<file path="src/rtl/cnt_pkg.sv">
package cnt_pkg;
  // Strobes from a slice's control to its datapath
  typedef struct packed {
    logic load;
    logic incr;
  } cntStrobe_t;
endpackage

</file>
<file path="src/rtl/cnt_slice_ctrl.sv">
module cnt_slice_ctrl
  import cnt_pkg::*;
(
  input  logic       loadN,
  input  logic       countEn,
  input  logic       carryEnIn,
  output cntStrobe_t strobe
);
  // Load outranks counting and ignores both enables
  always_comb begin
    strobe.load = !loadN;
    strobe.incr = loadN && countEn && carryEnIn;
  end
endmodule

</file>
<file path="src/rtl/cnt_slice_dp.sv">
module cnt_slice_dp
  import cnt_pkg::*;
#(
  parameter int W = 4
) (
  input  logic         clk,
  input  logic         clrN,
  input  cntStrobe_t   strobe,
  input  logic         carryEnIn,
  input  logic [W-1:0] presetVal,
  output logic [W-1:0] countQ,
  output logic         carryOut
);
  localparam logic [W-1:0] TERM_VAL = '1;
  localparam logic [W-1:0] STEP     = W'(1);

  always_ff @(posedge clk or negedge clrN) begin
    if (!clrN)            countQ <= '0;
    else if (strobe.load) countQ <= presetVal;
    else if (strobe.incr) countQ <= countQ + STEP;
  end

  assign carryOut = carryEnIn && (countQ == TERM_VAL);
endmodule

</file>
<file path="src/rtl/cnt_slice.sv">
module cnt_slice
  import cnt_pkg::*;
#(
  parameter int W = 4
) (
  input  logic         clk,
  input  logic         clrN,
  input  logic         loadN,
  input  logic         countEn,
  input  logic         carryEnIn,
  input  logic [W-1:0] presetVal,
  output logic [W-1:0] countQ,
  output logic         carryOut
);
  cntStrobe_t strobe;

  cnt_slice_ctrl u_ctrl (
    .loadN    (loadN),
    .countEn  (countEn),
    .carryEnIn(carryEnIn),
    .strobe   (strobe)
  );

  cnt_slice_dp #(.W(W)) u_dp (
    .clk      (clk),
    .clrN     (clrN),
    .strobe   (strobe),
    .carryEnIn(carryEnIn),
    .presetVal(presetVal),
    .countQ   (countQ),
    .carryOut (carryOut)
  );
endmodule

</file>
<file path="src/rtl/cnt_chain.sv">
module cnt_chain #(
  parameter int NUM_SLICES = 2,
  parameter int SLICE_W    = 4
) (
  input  logic                          clk,
  input  logic                          clrN,
  input  logic                          loadN,
  input  logic                          countEn,
  input  logic                          carryEn,
  input  logic [NUM_SLICES*SLICE_W-1:0] presetVal,
  output logic [NUM_SLICES*SLICE_W-1:0] countOut,
  output logic                          carryOut
);
  localparam int TOTAL_W = NUM_SLICES * SLICE_W;

  // chainCarry[k] is the carry-enable of slice k
  logic [NUM_SLICES:0] chainCarry;
  logic [TOTAL_W-1:0]  countAll;

  assign chainCarry[0] = carryEn;

  for (genvar k = 0; k < NUM_SLICES; k++) begin : g_slice
    cnt_slice #(.W(SLICE_W)) u_slice (
      .clk      (clk),
      .clrN     (clrN),
      .loadN    (loadN),
      .countEn  (countEn),
      .carryEnIn(chainCarry[k]),
      .presetVal(presetVal[k*SLICE_W +: SLICE_W]),
      .countQ   (countAll[k*SLICE_W +: SLICE_W]),
      .carryOut (chainCarry[k+1])
    );
  end

  assign countOut = countAll;
  assign carryOut = chainCarry[NUM_SLICES];
endmodule

</file>
<file path="config.mk">
export PLATFORM = sky130hd
export DESIGN_NAME = cnt_chain
export DESIGN_NICKNAME = d
export VERILOG_FILES = /design/src/rtl/cnt_pkg.sv /design/src/rtl/cnt_slice_ctrl.sv /design/src/rtl/cnt_slice_dp.sv /design/src/rtl/cnt_slice.sv /design/src/rtl/cnt_chain.sv
export SDC_FILE = /design/constraint.sdc
export NUM_CORES = 1
export LEC_CHECK = 0
export BUFFER_PORTS_ARGS = -buffer_cell sky130_fd_sc_hd__buf_2
export CORE_AREA = 2 2 39 41
export CTS_CLUSTER_SIZE = 14
export DETAILED_ROUTE_END_ITERATION = 12
export DIE_AREA = 0 0 41 43
export SYNTH_ARGS = -nofsm -noshare
export SYNTH_HDL_FRONTEND = slang
export SYNTH_SLANG_ARGS = --single-unit
export TNS_END_PERCENT = 100
</file>
<file path="constraint.sdc">
create_clock -name clk -period 1.6 [get_ports clk]
set_clock_uncertainty 0.1 [all_clocks]
set_input_delay 0 -clock clk [delete_from_list [all_inputs] [get_ports clk]]
set_output_delay 0 -clock clk [all_outputs]
set_load 0.02 [all_outputs]
</file>
# Yosys cells after proc, flatten, opt, wreduce, memory -nomap -nowiden

Cells that the tools add are included.

Output and inout bits: 9
Logic and storage cells: 17
Register bits: 8

Muxes and demuxes: 4
Eq/ne operators: 4
Add/subtract/negate cells: 2
Reductions and logical operators: 5

Operator list:

| kind                                                             | count |
|---|---|
| 4-bit 2-to-1 mux                                                 | 4 |
| 4-bit by 1-bit adder with 4-bit output (second input constant)   | 2 |
| 4-bit == test (second input constant)                            | 2 |
| 1-bit logical AND                                                | 5 |
| 2-bit by 1-bit != test with 1-bit output (second input constant) | 2 |

# Longest topological paths before layout

Depth after elaboration: 5
Depth in mapped cells: 4
Gate-level depth less buffers: 4

# Modules after synthesis

Synthesis repeated with hierarchy kept, for this count alone.

Cells, all modules: 42
Area, all modules: 442.9 sq um

By module, submodules not included:

| module         | times used | cells an instance | area an instance (sq um) |
|---|---|---|---|
| cnt_slice_dp   | 2          | 19                | 211.5 |
| cnt_slice_ctrl | 2          | 2                 | 10.0 |

# Worst setup path before layout

OpenSTA, ideal clock, no wires.

Path kind: register to register
Start: reg g_slice[0].u_slice.u_dp.countQ[0]
End: reg g_slice[1].u_slice.u_dp.countQ[3]
Setup time: 0.082 ns
Arrival time: 1.473 ns
Buffers on the path: 0
Cell stages (with the launch flop): 5
Setup slack: -0.055 ns
Cells stage by stage: dfrtp_1 -> ha_1 -> nand3_2 -> or4_1 -> a31oi_1

Longest elaborated chain between the ends: 4

Ends and longest elaborated chain:

| element                                                   | RTL line             | RTL |
|---|---|---|
| start, declared                                           | cnt_slice_dp.sv:11   | `output logic [W-1:0] countQ,` |
| start signal, assigned                                    | cnt_slice_dp.sv:19   | `else if (strobe.load) countQ <= presetVal;` |
| start signal, assigned                                    | cnt_slice_dp.sv:20   | `else if (strobe.incr) countQ <= countQ + STEP;` |
| 4-bit == test                                             | cnt_slice_dp.sv:23   | `assign carryOut = carryEnIn && (countQ == TERM_VAL);` |
| 1-bit logical AND                                         | cnt_slice_dp.sv:23   |  |
| 1-bit logical AND                                         | cnt_slice_ctrl.sv:12 | `strobe.incr = loadN && countEn && carryEnIn;` |
| 2-bit by 1-bit != test with 1-bit output (no source line) | -                    |  |
| end signal, assigned                                      | cnt_slice_dp.sv:19   |  |
| end signal, assigned                                      | cnt_slice_dp.sv:20   |  |
| end, declared                                             | cnt_slice_dp.sv:11   |  |

Every way passes these cells.
A chain may end at the register's enable or synchronous reset.

# Worst setup path after layout

Start: reg g_slice[0].u_slice.u_dp.countQ[1]
End: reg g_slice[1].u_slice.u_dp.countQ[3]

Same word-level chain as after synthesis.

==> Flow_metrics.wiki <==
{| class="wikitable"
! Metric !! Value
|-
| Result of the run || complete, no violations
|-
| Maximum operating frequency || between 600 and 700 MHz
|-
| IO buf count || 21
|-
| Dpl hpwl || roughly 780 um
|-
| Compound-Gate Fraction of Synth Area || ~18%
|-
| DRT Pass-1 Iters || 4
|-
| Wire length of the first global-routing pass || 1.80 mm
|-
| WP data arrival || roughly 1600 ps
|-
| Parity-gate share of the synthesized area counting xor and xnor cells || between 3 and 4%
|-
| Count of distinct cell types in the synthesized netlist || 19
|-
| Min-delay worst type || input pin to async pin
|-
| Residual antenna-violating net count after detailed routing || 0
|-
| Placed insts || 86
|-
| Critical path fanouts, max || 6
|-
| Mean routed wirelength per cell || around 12 um
|-
| Fill cell count || approximately 150
|-
| Inserted Clock Buffers || 3
|-
| Summed negative setup slack over all endpoints || 0 ps
|-
| Number of nets in the layout || between 90 and 100
|-
| Gate family responsible for the most delay along the worst path || simple AND/OR/NAND/NOR gates
|-
| Final wirelength || around 1.1 mm
|-
| Number of H-tree branching levels || 1
|-
| Area of the die || 1760 um2
|-
| Ratio of cells with drive above 1 in the final layout || between 30 and 40%
|-
| Time the worst path needs with I/O delays and setup || roughly 1500 ps
|-
| Share of the cycle needed by the critical path after routing || between 90% and 100%
|-
| Final setup violation count || 0
|-
| Post-CTS Setup Repair Bufs || 0
|-
| Syn Nets || between 60 and 70
|-
| Post-synthesis simple-gate area fraction || between 20% and 30%
|-
| Series of cell instances along the critical path || ha_2, nand3_4, or4_1, a31oi_1
|-
| Power density cells || 842 nW/um2
|-
| Avg Synthesized Cell Area || 8.86 um2
|-
| Number of warnings printed during yosys synthesis || 0
|-
| Number of cells produced by synthesis || about 50
|-
| Total grt overflow || 0
|-
| Floorplan die height || ~43 um
|-
| Crit path buf inv count || 0
|-
| Clk Tree Root Cell || sky130_fd_sc_hd__clkbuf_4
|-
| Leading cell types in the layout, fill and taps excluded || sky130_fd_sc_hd__buf_2, sky130_fd_sc_hd__nor2_1, sky130_fd_sc_hd__dlygate4sd3_1
|-
| Max transition margin || ~80%
|-
| Slowest CP cell || sky130_fd_sc_hd__or4_1
|-
| Most frequent standard cell in the layout excluding fill and tap cells || sky130_fd_sc_hd__buf_2
|-
| Clk sink count || 8
|-
| Largest net degree at the start of global routing || 17
|-
| Area growth syn-to-layout || 55.1%
|-
| Tightest Pin Transition || a little under 300 ps
|-
| TritonCTS clock tree || yes
|-
| Max IR drop VDD || about 0.00036 V
|-
| Chip Width || 41 um
|-
| Final Non-Filler Cells || between 90 and 100
|-
| Reported max-cap violation count || 0
|-
| Main combinational cell family by area after synthesis || simple AND/OR/NAND/NOR gates
|-
| CTS max path bufs || 2
|-
| Core region area || between 1000 and 1500 um2
|-
| Reported leakage power || just over 0.3 nW
|-
| Nature of the critical path endpoint || flip-flop
|-
| Pins Over Slew Limit || 0
|-
| Critical Path Start Type || flip-flop
|-
| Setup Crit Path Kind || flip-flop to flip-flop
|-
| Clock insertion delay at the later pin of the skew report || around 250 ps
|-
| DRC violations left || 0
|-
| Routability Congestion || around 0.7
|-
| Portion of the post-synthesis area used by sequential elements || between 40 and 50%
|-
| Vias per inst || between 4 and 5
|-
| Number of global-route vias before repair || roughly 440
|-
| Number of flip-flops under the largest register name || 8
|-
| Synthesized flop and latch total || 8
|-
| Multiplexer area fraction after synthesis || under 10%
|-
| Unrepaired setup endpoints after global routing || false
|-
| Io pins || 22
|-
| Netlist area before placement || between 400 and 500 um2
|-
| Initial Utilization || roughly 33%
|-
| Longest individual stage delay on the worst path || 510 ps
|-
| Number of design-rule violations left by the first detailed-router iteration || 9
|-
| Ant diodes || 0
|-
| Routed vias || 487
|-
| Final Hold Vio Count || 0
|-
| Required time at the worst-slack endpoint || around 1700 ps
|-
| Clock edge transition at the registers on the reported setup and hold paths || approximately 60 ps
|-
| Synthesized-area fraction occupied by adder cells || approximately 5.5%
|-
| Register bank with the most flops || g_slice.u_slice.u_dp.countQ
|-
| Total routing resource utilization after global routing || 15.1%
|-
| Registers with the highest flip-flop counts || g_slice.u_slice.u_dp.countQ (8)
|-
| Number of placement rows || 14
|-
| Initial antenna violation count || 0
|}
[synth_stat cells, drive strengths merged]
cell,count,area share (%)
mux2i,1,2.2
nand3,6,7.8
xor2,2,3.9
ha,2,5.5
o21ai,4,4.4
nand2,1,0.83
o31ai,1,1.7
or4,1,1.7
or3,3,4.4
o21a,1,1.7
nor2,9,7.5
a21oi,4,4.4
clkbuf,2,1.7
dfrtp,8,44
nand4,1,1.4
buf,1,1.1
a31oi,4,5.5
[power breakdown]
group          switching (mW)  internal (mW)
Sequential             0.0269          0.225
Clock                  0.0748         0.0958
Combinational          0.0907         0.0769
Total                   0.192          0.398
[routing by layer]
layer / GRT usage (%) / wire length [um] / share of wire [%] / vias to the layer above
met5: 0 / 0 / 0 / -
met4: 8.00 / 8 / 0.70 / 0
met3: 3.14 / 63 / 5.5 / 2
met2: 24.1 / 592 / 52 / 15
met1: 17.7 / 478 / 42 / 219
li1: - / - / - / 251
[cells by family after synthesis]
family | after synthesis
AND/OR/NAND/NOR | 21
AO/OA/AOI/OAI | 14
flip-flops | 8
buffers and inverters | 3
XOR/XNOR | 2
adder cells (fa/ha/maj) | 2
multiplexers | 1
[metrics by stage]
| stage | setup WS [ps] | hold slack (ps) | cell area (um2) | total power [mW] | util (%) |
|---|---|---|---|---|---|
| floorplan | 22.1 | -396 | 454 | 0.340 | - |
| global placement | 75.0 | -244 | 574 | 0.398 | 41.5 |
| detailed placement | 56.9 | -239 | 574 | 0.401 | 41.5 |
| CTS | 39.2 | 17.7 | 691 | 0.594 | 49.9 |
| global route | 1.53 | 49.1 | 701 | 0.634 | 50.6 |
| finish | 56.3 | 19.7 | 701 | 0.590 | 50.6 |
[final timing paths]
path,startpoint,end,slack [ps],depth (start not counted)
max,g_slice[0].u_slice.u_dp.countQ[1],g_slice[1].u_slice.u_dp.countQ[3],60,4
min,clrN,g_slice[0].u_slice.u_dp.countQ[3],20,2
max reg2reg,g_slice[0].u_slice.u_dp.countQ[1],g_slice[1].u_slice.u_dp.countQ[3],60,4
min reg2reg,g_slice[1].u_slice.u_dp.countQ[3],g_slice[1].u_slice.u_dp.countQ[3],490,2
max in group asynchronous,clrN,g_slice[0].u_slice.u_dp.countQ[1],1190,2
min in group clk,loadN,g_slice[0].u_slice.u_dp.countQ[2],20,2
[timing repair]
item / CTS / global route
hold endpoints to repair: 16 / 0
resized for setup: 0 / 2
endpoints found under the setup margin: 0 / 1
hold buffers: 9 / 0
[cell type report]
cell class | instances | area, um2 | area share (%)
Clock buffer | 4 | 26.3 | 3.75
Tap cell | 16 | 20.0 | 2.86
Sequential cell | 8 | 203 | 28.9
Multi-Input combinational cell | 40 | 249 | 35.5
Timing Repair Buffer | 31 | 203 | 28.9
Note: power is estimated with default switching activity, not from simulation.
